**src/rtl/acq_sel_pkg.sv**
```systemverilog
package acq_sel_pkg;
  typedef enum logic [1:0] {
    SRC_ADC   = 2'b00,
    SRC_COUNT = 2'b01,
    SRC_DAC   = 2'b10,
    SRC_CONST = 2'b11
  } src_e;

  localparam int SEL_LSB      = 4;
  localparam int GATE_OFF_BIT = 3;

  function automatic src_e decode_src(input logic [1:0] code);
    return src_e'(code);
  endfunction

  function automatic logic gate_pass(input logic strobe, input logic gate_off,
                                     input logic window);
    return strobe & (gate_off | window);
  endfunction
endpackage

```
**src/rtl/acq_gate.sv**
```systemverilog
module acq_gate (
  input  logic clk,
  input  logic rst_n,
  input  logic adc_valid,
  input  logic gate_off,
  input  logic window,
  output logic pass
);
  import acq_sel_pkg::*;

  assign pass = gate_pass(adc_valid, gate_off, window);

  // with the gate on and the window closed, nothing passes
  a_r6_window_blocks: assert property (@(posedge clk) disable iff (!rst_n)
    (!gate_off && !window) |-> !pass);
  // nothing passes without a strobe
  a_r5_need_strobe: assert property (@(posedge clk) disable iff (!rst_n)
    pass |-> adc_valid);
endmodule

```
**src/rtl/acq_test_counter.sv**
```systemverilog
module acq_test_counter #(
  parameter int CNT_W = 32
) (
  input  logic             clk,
  input  logic             rst_n,
  input  logic             step,
  output logic [CNT_W-1:0] count
);
  always_ff @(posedge clk) begin
    if (!rst_n) count <= '0;
    else if (step) count <= count + 1'b1;
  end

  // the count moves only on an emitted count sample
  a_r2_count_holds: assert property (@(posedge clk) disable iff (!rst_n)
    !$past(step) |-> $stable(count));
  // reset clears the count
  a_r9_count_cleared: assert property (@(posedge clk)
    !rst_n |=> (count == '0));
endmodule

```
**src/rtl/acq_src_mux.sv**
```systemverilog
module acq_src_mux #(
  parameter int          DATA_W     = 32,
  parameter int          CNT_W      = 32,
  parameter logic [31:0] CONST_WORD = 32'hDEADBEEF
) (
  input  acq_sel_pkg::src_e  sel,
  input  logic [DATA_W-1:0]  adc_data,
  input  logic [DATA_W-1:0]  dac_data,
  input  logic [CNT_W-1:0]   count,
  output logic [DATA_W-1:0]  word
);
  import acq_sel_pkg::*;

  localparam logic [DATA_W-1:0] MARKER = DATA_W'(CONST_WORD);

  always_comb begin
    unique case (sel)
      SRC_ADC:   word = adc_data;
      SRC_COUNT: word = DATA_W'(count);
      SRC_DAC:   word = dac_data;
      default:   word = MARKER;
    endcase
  end
endmodule

```
**src/rtl/acq_stream_select.sv**
```systemverilog
module acq_stream_select #(
  parameter int          DATA_W     = 32,
  parameter int          CNT_W      = 32,
  parameter int          CTRL_W     = 8,
  parameter logic [31:0] CONST_WORD = 32'hDEADBEEF
) (
  input  logic              clk,
  input  logic              rst_n,
  input  logic [DATA_W-1:0] adc_data,
  input  logic              adc_valid,
  input  logic [DATA_W-1:0] dac_data,
  input  logic              acq_gate,
  input  logic [CTRL_W-1:0] ctrl_reg,
  output logic [DATA_W-1:0] out_data,
  output logic              out_valid
);
  import acq_sel_pkg::*;

  localparam logic [DATA_W-1:0] MARKER = DATA_W'(CONST_WORD);

  src_e              sel;
  logic              gate_off;
  logic              pass;
  logic              count_step;
  logic [CNT_W-1:0]  count;
  logic [DATA_W-1:0] picked;

  assign sel        = decode_src(ctrl_reg[SEL_LSB+1:SEL_LSB]);
  assign gate_off   = ctrl_reg[GATE_OFF_BIT];
  assign count_step = pass && (sel == SRC_COUNT);

  acq_gate u_gate (
    .clk(clk), .rst_n(rst_n), .adc_valid(adc_valid),
    .gate_off(gate_off), .window(acq_gate), .pass(pass)
  );

  acq_test_counter #(.CNT_W(CNT_W)) u_count (
    .clk(clk), .rst_n(rst_n), .step(count_step), .count(count)
  );

  acq_src_mux #(.DATA_W(DATA_W), .CNT_W(CNT_W), .CONST_WORD(CONST_WORD)) u_mux (
    .sel(sel), .adc_data(adc_data), .dac_data(dac_data),
    .count(count), .word(picked)
  );

  always_ff @(posedge clk) begin
    if (!rst_n) begin
      out_valid <= 1'b0;
      out_data  <= '0;
    end else begin
      out_valid <= pass;
      if (pass) out_data <= picked;
    end
  end

  // every output word traces back to a strobe one cycle earlier
  a_r5_valid_from_strobe: assert property (@(posedge clk) disable iff (!rst_n)
    out_valid |-> $past(adc_valid));
  // gate on and window closed gives no word
  a_r6_gate_respected: assert property (@(posedge clk) disable iff (!rst_n)
    $past(!ctrl_reg[GATE_OFF_BIT] && !acq_gate) |-> !out_valid);
  // marker mode yields the fixed pattern
  a_r4_marker: assert property (@(posedge clk) disable iff (!rst_n)
    (out_valid && $past(sel == SRC_CONST)) |-> (out_data == MARKER));
  // loopback mode yields the DAC word of the sample cycle
  a_r3_loopback: assert property (@(posedge clk) disable iff (!rst_n)
    (out_valid && $past(sel == SRC_DAC)) |-> (out_data == $past(dac_data)));
  // ADC mode yields the ADC word of the sample cycle
  a_r1_adc_path: assert property (@(posedge clk) disable iff (!rst_n)
    (out_valid && $past(sel == SRC_ADC)) |-> (out_data == $past(adc_data)));
  // data holds while no word is emitted
  a_r7_hold: assert property (@(posedge clk) disable iff (!rst_n)
    !out_valid |-> $stable(out_data));
  // reset forces the output idle
  a_r9_reset_idle: assert property (@(posedge clk)
    !rst_n |=> (!out_valid && out_data == '0));
endmodule

```
**config.mk**
```make
export PLATFORM = sky130hd
export DESIGN_NAME = acq_stream_select
export DESIGN_NICKNAME = d
export VERILOG_FILES = /design/src/rtl/acq_sel_pkg.sv /design/src/rtl/acq_gate.sv /design/src/rtl/acq_test_counter.sv /design/src/rtl/acq_src_mux.sv /design/src/rtl/acq_stream_select.sv
export SDC_FILE = /design/constraint.sdc
export NUM_CORES = 1
export LEC_CHECK = 0
export BUFFER_PORTS_ARGS = -buffer_cell sky130_fd_sc_hd__buf_2
export CELL_PAD_IN_SITES_DETAIL_PLACEMENT = 1
export CELL_PAD_IN_SITES_GLOBAL_PLACEMENT = 2
export CORE_ASPECT_RATIO = 1.5
export CORE_MARGIN = 2
export CORE_UTILIZATION = 34
export DETAILED_ROUTE_END_ITERATION = 7
export PLACE_DENSITY_LB_ADDON = 0.1
export SLEW_MARGIN = 15
export SYNTH_ARGS = -nofsm -noshare
export SYNTH_HDL_FRONTEND = slang
export SYNTH_HIERARCHICAL = 1
export SYNTH_SLANG_ARGS = --single-unit
```
**constraint.sdc**
```tcl
create_clock -name clk -period 6.2 [get_ports clk]
set_input_delay 0.31 -clock clk [delete_from_list [all_inputs] [get_ports clk]]
set_output_delay 0.31 -clock clk [all_outputs]
set_load 0.01 [all_outputs]
```
Yosys cells after proc, flatten, opt, wreduce, memory -nomap -nowiden
Cells that the tools add are included.
{ "op_classes": {"addsub": 1, "multipliers": 0, "div": 0, "n_lt_le_gt_ge": 0, "n_eq_ne": 2, "n_shift": 0, "mux": 1, "n_bitwise": 2, "n_reduce_logical": 2} }
{ "ops": {"columns": ["op", "n"], "rows": [
  ["$pmux W32 S3", 1],
  ["$add A32 B1 Y32 const B", 1],
  ["$eq A2 B1 Y1 const B", 1],
  ["$eq A2 B2 Y1 const B", 1],
  ["$logic_not A2 Y1", 1],
  ["$and A1 B1 Y1", 1],
  ["$logic_and A1 B1 Y1", 1],
  ["$or A1 B1 Y1", 1]
]} }
{ "totals": {"regBits": 65, "latch_bits": 0, "ram_bits": 0, "mem_bits_ro": 0, "output_inout_bits": 33, "n_memories": 0} }

Longest topological paths before layout
{ "logic_depth": {"depth_word": 3, "ltp_mapped": 11, "depth_no_buf": 6} }

By module
The synthesis kept the hierarchy.
{ "by_module_without_submodules": {"columns": ["mod", "n_inst", "cells_per_inst", "area_each_um2"], "rows": [
  ["acq_test_counter", 1, 176, 1562.7],
  ["acq_stream_select", 1, 106, 1278.7],
  ["acq_src_mux", 1, 78, 855.8],
  ["acq_gate", 1, 1, 7.5]
]} }

Worst setup path after synthesis
OpenSTA, ideal clock, no wires.
{ "synth_path": {"path_kind": "in2reg", "start": "in acq_gate", "end": "reg u_count.count[26]", "t_arrival_ps": 2090, "required_time_ps": 6065, "slack_ps": 3975, "cell_stages": 11, "path_buffers": 5, "path_cell_list": "o21a_1 > buf_6 > buf_12 > and3b_1 > buf_2 > and4_1 > buf_2 > nand4_1 > clkbuf_1 > o311ai_0 > o41ai_1"} }
{ "synth_via": {"elab_chain_cells": 3} }
{ "synth_lines": {"columns": ["item", "line_no", "source"], "rows": [
  ["from (decl)", "acq_stream_select.sv:12", "input logic acq_gate,"],
  ["$or A1 B1 Y1", "acq_sel_pkg.sv:18", "return strobe & (gate_off | window);"],
  ["$and A1 B1 Y1", "acq_sel_pkg.sv:18", null],
  ["$logic_and A1 B1 Y1", "acq_stream_select.sv:30", "assign count_step = pass && (sel == SRC_COUNT);"],
  ["net count_step", "acq_stream_select.sv:24", "logic count_step;"],
  ["to (signal assigned)", "acq_test_counter.sv:11", "else if (step) count <= count + 1'b1;"],
  ["to (decl)", "acq_test_counter.sv:7", "output logic [CNT_W-1:0] count"]
]} }
The timed path passes the listed nets, and every way through them passes these cells.
A chain may end at the register's enable or synchronous reset.

Worst setup path after layout
{ "layout_path": {"start": "in acq_gate", "end": "reg u_count.count[22]"} }
{ "layout_via": {"elab_chain_cells": 3} }
{ "layout_lines": {"columns": ["item", "line_no", "source"], "rows": [
  ["$or A1 B1 Y1", "acq_sel_pkg.sv:18", null],
  ["$and A1 B1 Y1", "acq_sel_pkg.sv:18", null],
  ["net pass", "acq_stream_select.sv:23", "logic pass;"],
  ["$logic_and A1 B1 Y1", "acq_stream_select.sv:30", null],
  ["net count_step", "acq_stream_select.sv:24", null]
]} }
The timed path passes the listed nets, and every way through them passes these cells.

==> reports/qor.csv <==
metric,value,unit
status,finished clean,
Die ar.,11800,um^2
total CTS buffers,9,
Yosys Warn Count,6,
Period minus WS final,2.93,ns
Inserted Diodes,0,
FF-to-FF path depth,4,
Worst-path clk slew,0.05,ns
# DRC,0,
Max VDD drop,132,uV
post-CTS sizing,0,
# rows,46,
Syn Inst Count,361,
CP cell instances,buf_2 -> o21a_2 -> buf_4 -> and3b_1 -> and4_1 -> nand4_1 -> or4_1 -> a21oi_1,
Tot Pwr,0.00112,W
CP max stage delay,0.59,ns
first-pass GRT wire length,16900,um
RSZ-0062 raised after global routing,no,
1st-pass router iterations,4,
ys flop type,dfxtp_1,
endpoints failing hold,0,
vias,3104,
CTS sink count,65,
count of endpoints failing setup in the final report,0,
"Net Count, Synth",438,
Layout area overhead,20.7,%
max-cap viol count,0,
worst-path fanout max,34,
Multi-input gate area,2120,um^2
skew final,0.00459,ns
worst min path class,in2reg,
"top cells by area, synth","dfxtp_1 35%, mux2i_1 12%, mux2_4 8.9%",
vias in the first global route,3342,
post-synthesis sequential area ratio,0.351,
Mapped Avg Cell Area,10.3,um^2
CP max-delay cell,or4_1,
post-CTS setup buffer count,0,
post-synth cell types,45,
register-to-register setup slack,3.92,ns
relative slew slack,0.527,
gpl congestion,0.802,
DRT iter0 DRCs,97,
hold depth,5,
Seq cells post-synth,65,
Crit path max-delay family,simple AND/OR/NAND/NOR gates,
Yosys top cell by area,dfxtp_1,
Worst-Margin Slew,0.710,ns
Tot GR Track Use,0.185,
H-tree Lvls,3,
Crit Reg-Reg Endpoint,u_count/count[22]$_SDFFE_PN0P_,
Min-Delay Startpoint,adc_data[22],
"top cells by count, synth","65 x dfxtp_1, 44 x mux2i_1, 32 x nor2b_1",
initial antenna violation count,0,
hold_buf cts,0,
CTS tree,built,
Final Max Slew Viols,0,
I/O pin total,109,
Reg area,1300,um^2
worst skew pair latency,0.33,ns
maximum root-to-sink buffer count,2,
critical path endpoint category,flop,
Final nets,524,
initial core utilization,0.350,
Reg-to-Reg Start,u_count/count[2]$_SDFFE_PN0P_,
port bufs,103,
final worst-path cycle share,0.472,
post-detail-place hpwl,7340,um
grt ovf,0,
via/cell ratio,5.22,
Die Y,132,um
ys async rst share,0,
fmax,342,MHz
number of synthesized flops with an enable pin,0,
fillers,1258,
critical path buffer and inverter count,2,
P per Cell Area,250,nW/um^2
clk root buf,clkbuf_16,
setup TNS,0,ns
crit path DAT,3.18,ns
share of cells above drive strength 1,0.339,
chip width,89.2,um
core area,10600,um^2
most frequent cell after synthesis,dfxtp_1,
crit path kind,in2reg,
DRT Wirelength,10500,um
Synth top area share,0.351,
Worst setup SP type,primary input,
wire length per cell,17.6,um
Hold EP,out_data[22]$_SDFFE_PN0P_,
Worst EP required,6.45,ns
Synth Cell Area,3700,um^2
Crit path depth,8,
leakage,1.90,nW
Antenna Nets Post-Route,0,
pin count of the biggest net entering global routing,57,
==> report_power, final <==
group          internal (W)  leakage (nW)  switching (W)
combinational     0.0000784          1.22      0.0000682
clock              0.000352         0.158       0.000181
sequential         0.000433         0.529     0.00000740
==> flip-flops by register name, indices dropped and copies added, names as in the netlist <==
register / count
out_valid: 1
u_count/count: 32
out_data: 32
==> through the flow <==
stage          cells  area (um^2)  setup slack, ns  hold WS, ns   util
3_3_place_gp     580         4160             3.05        0.481  0.392
6_report         595         4470             3.27        0.446  0.422
5_1_grt          595         4470             3.04        0.497  0.422
2_1_floorplan    361         3700             3.97        0.438      -
4_1_cts          595         4470             3.27        0.441  0.422
3_5_place_dp     580         4160             2.93        0.503  0.392
==> cells in the final DEF (no fill, tap or decap), drive strengths merged, types with 5 or more instances in the layout <==
cell type | netlist | final
o311ai | 8 | 8
xor2 | 9 | 9
mux2 | 24 | 24
nand2b | 11 | 11
o41ai | 8 | 8
nand2 | 13 | 13
nand4 | 11 | 11
nor2 | 14 | 14
dfxtp | 65 | 65
a21oi | 7 | 7
o22a | 24 | 24
nand3 | 9 | 9
clkbuf | 14 | 13
o2bb2ai | 8 | 8
buf | 17 | 106
nor2b | 32 | 32
mux2i | 44 | 44
inv | 5 | 5
==> worst reg2reg max path: stages, from the launching register on <==
cell and delay (ns):
dfxtp_1 0.45, and4_1 0.48, nand4_1 0.55, or4_1 0.59, a21oi_1 0.14
==> final cells by class <==
cell class                 instances  area share
clock inverter                     2     0.00784
multi-input combinational        260       0.474
sequential                        65       0.291
tap                              144      0.0403
clock buffer                      13      0.0627
timing repair buffer             106       0.120
inverter                           5     0.00420
==> metal layers <==
layer	global-route usage	share of wire
met1	0.201	0.40
met2	0.347	0.55
met3	0.0413	0.042
met4	0.0522	0.013
met5	0	0
==> cell families after synthesis <==
family | count (synthesis) | share of synthesized area
buffers and inverters | 36 | 0.0777
AND/OR/NAND/NOR | 115 | 0.182
AO/OA/AOI/OAI | 63 | 0.140
multiplexers | 68 | 0.214
adder cells (fa/ha/maj) | 1 | 0.00338
XOR/XNOR | 13 | 0.0307
flip-flops | 65 | 0.351
==> worst max-delay path by stage <==
stage	slack (ns)	start	to
2_1_floorplan	3.97	acq_gate	u_count/count[26]$_SDFFE_PN0P_
3_3_place_gp	3.05	acq_gate	u_count/count[22]$_SDFFE_PN0P_
3_5_place_dp	2.93	acq_gate	u_count/count[22]$_SDFFE_PN0P_
4_1_cts	3.27	acq_gate	u_count/count[22]$_SDFFE_PN0P_
5_1_grt	3.04	adc_valid	u_count/count[22]$_SDFFE_PN0P_
6_report	3.27	acq_gate	u_count/count[22]$_SDFFE_PN0P_
(Power assumes the default switching activity.)
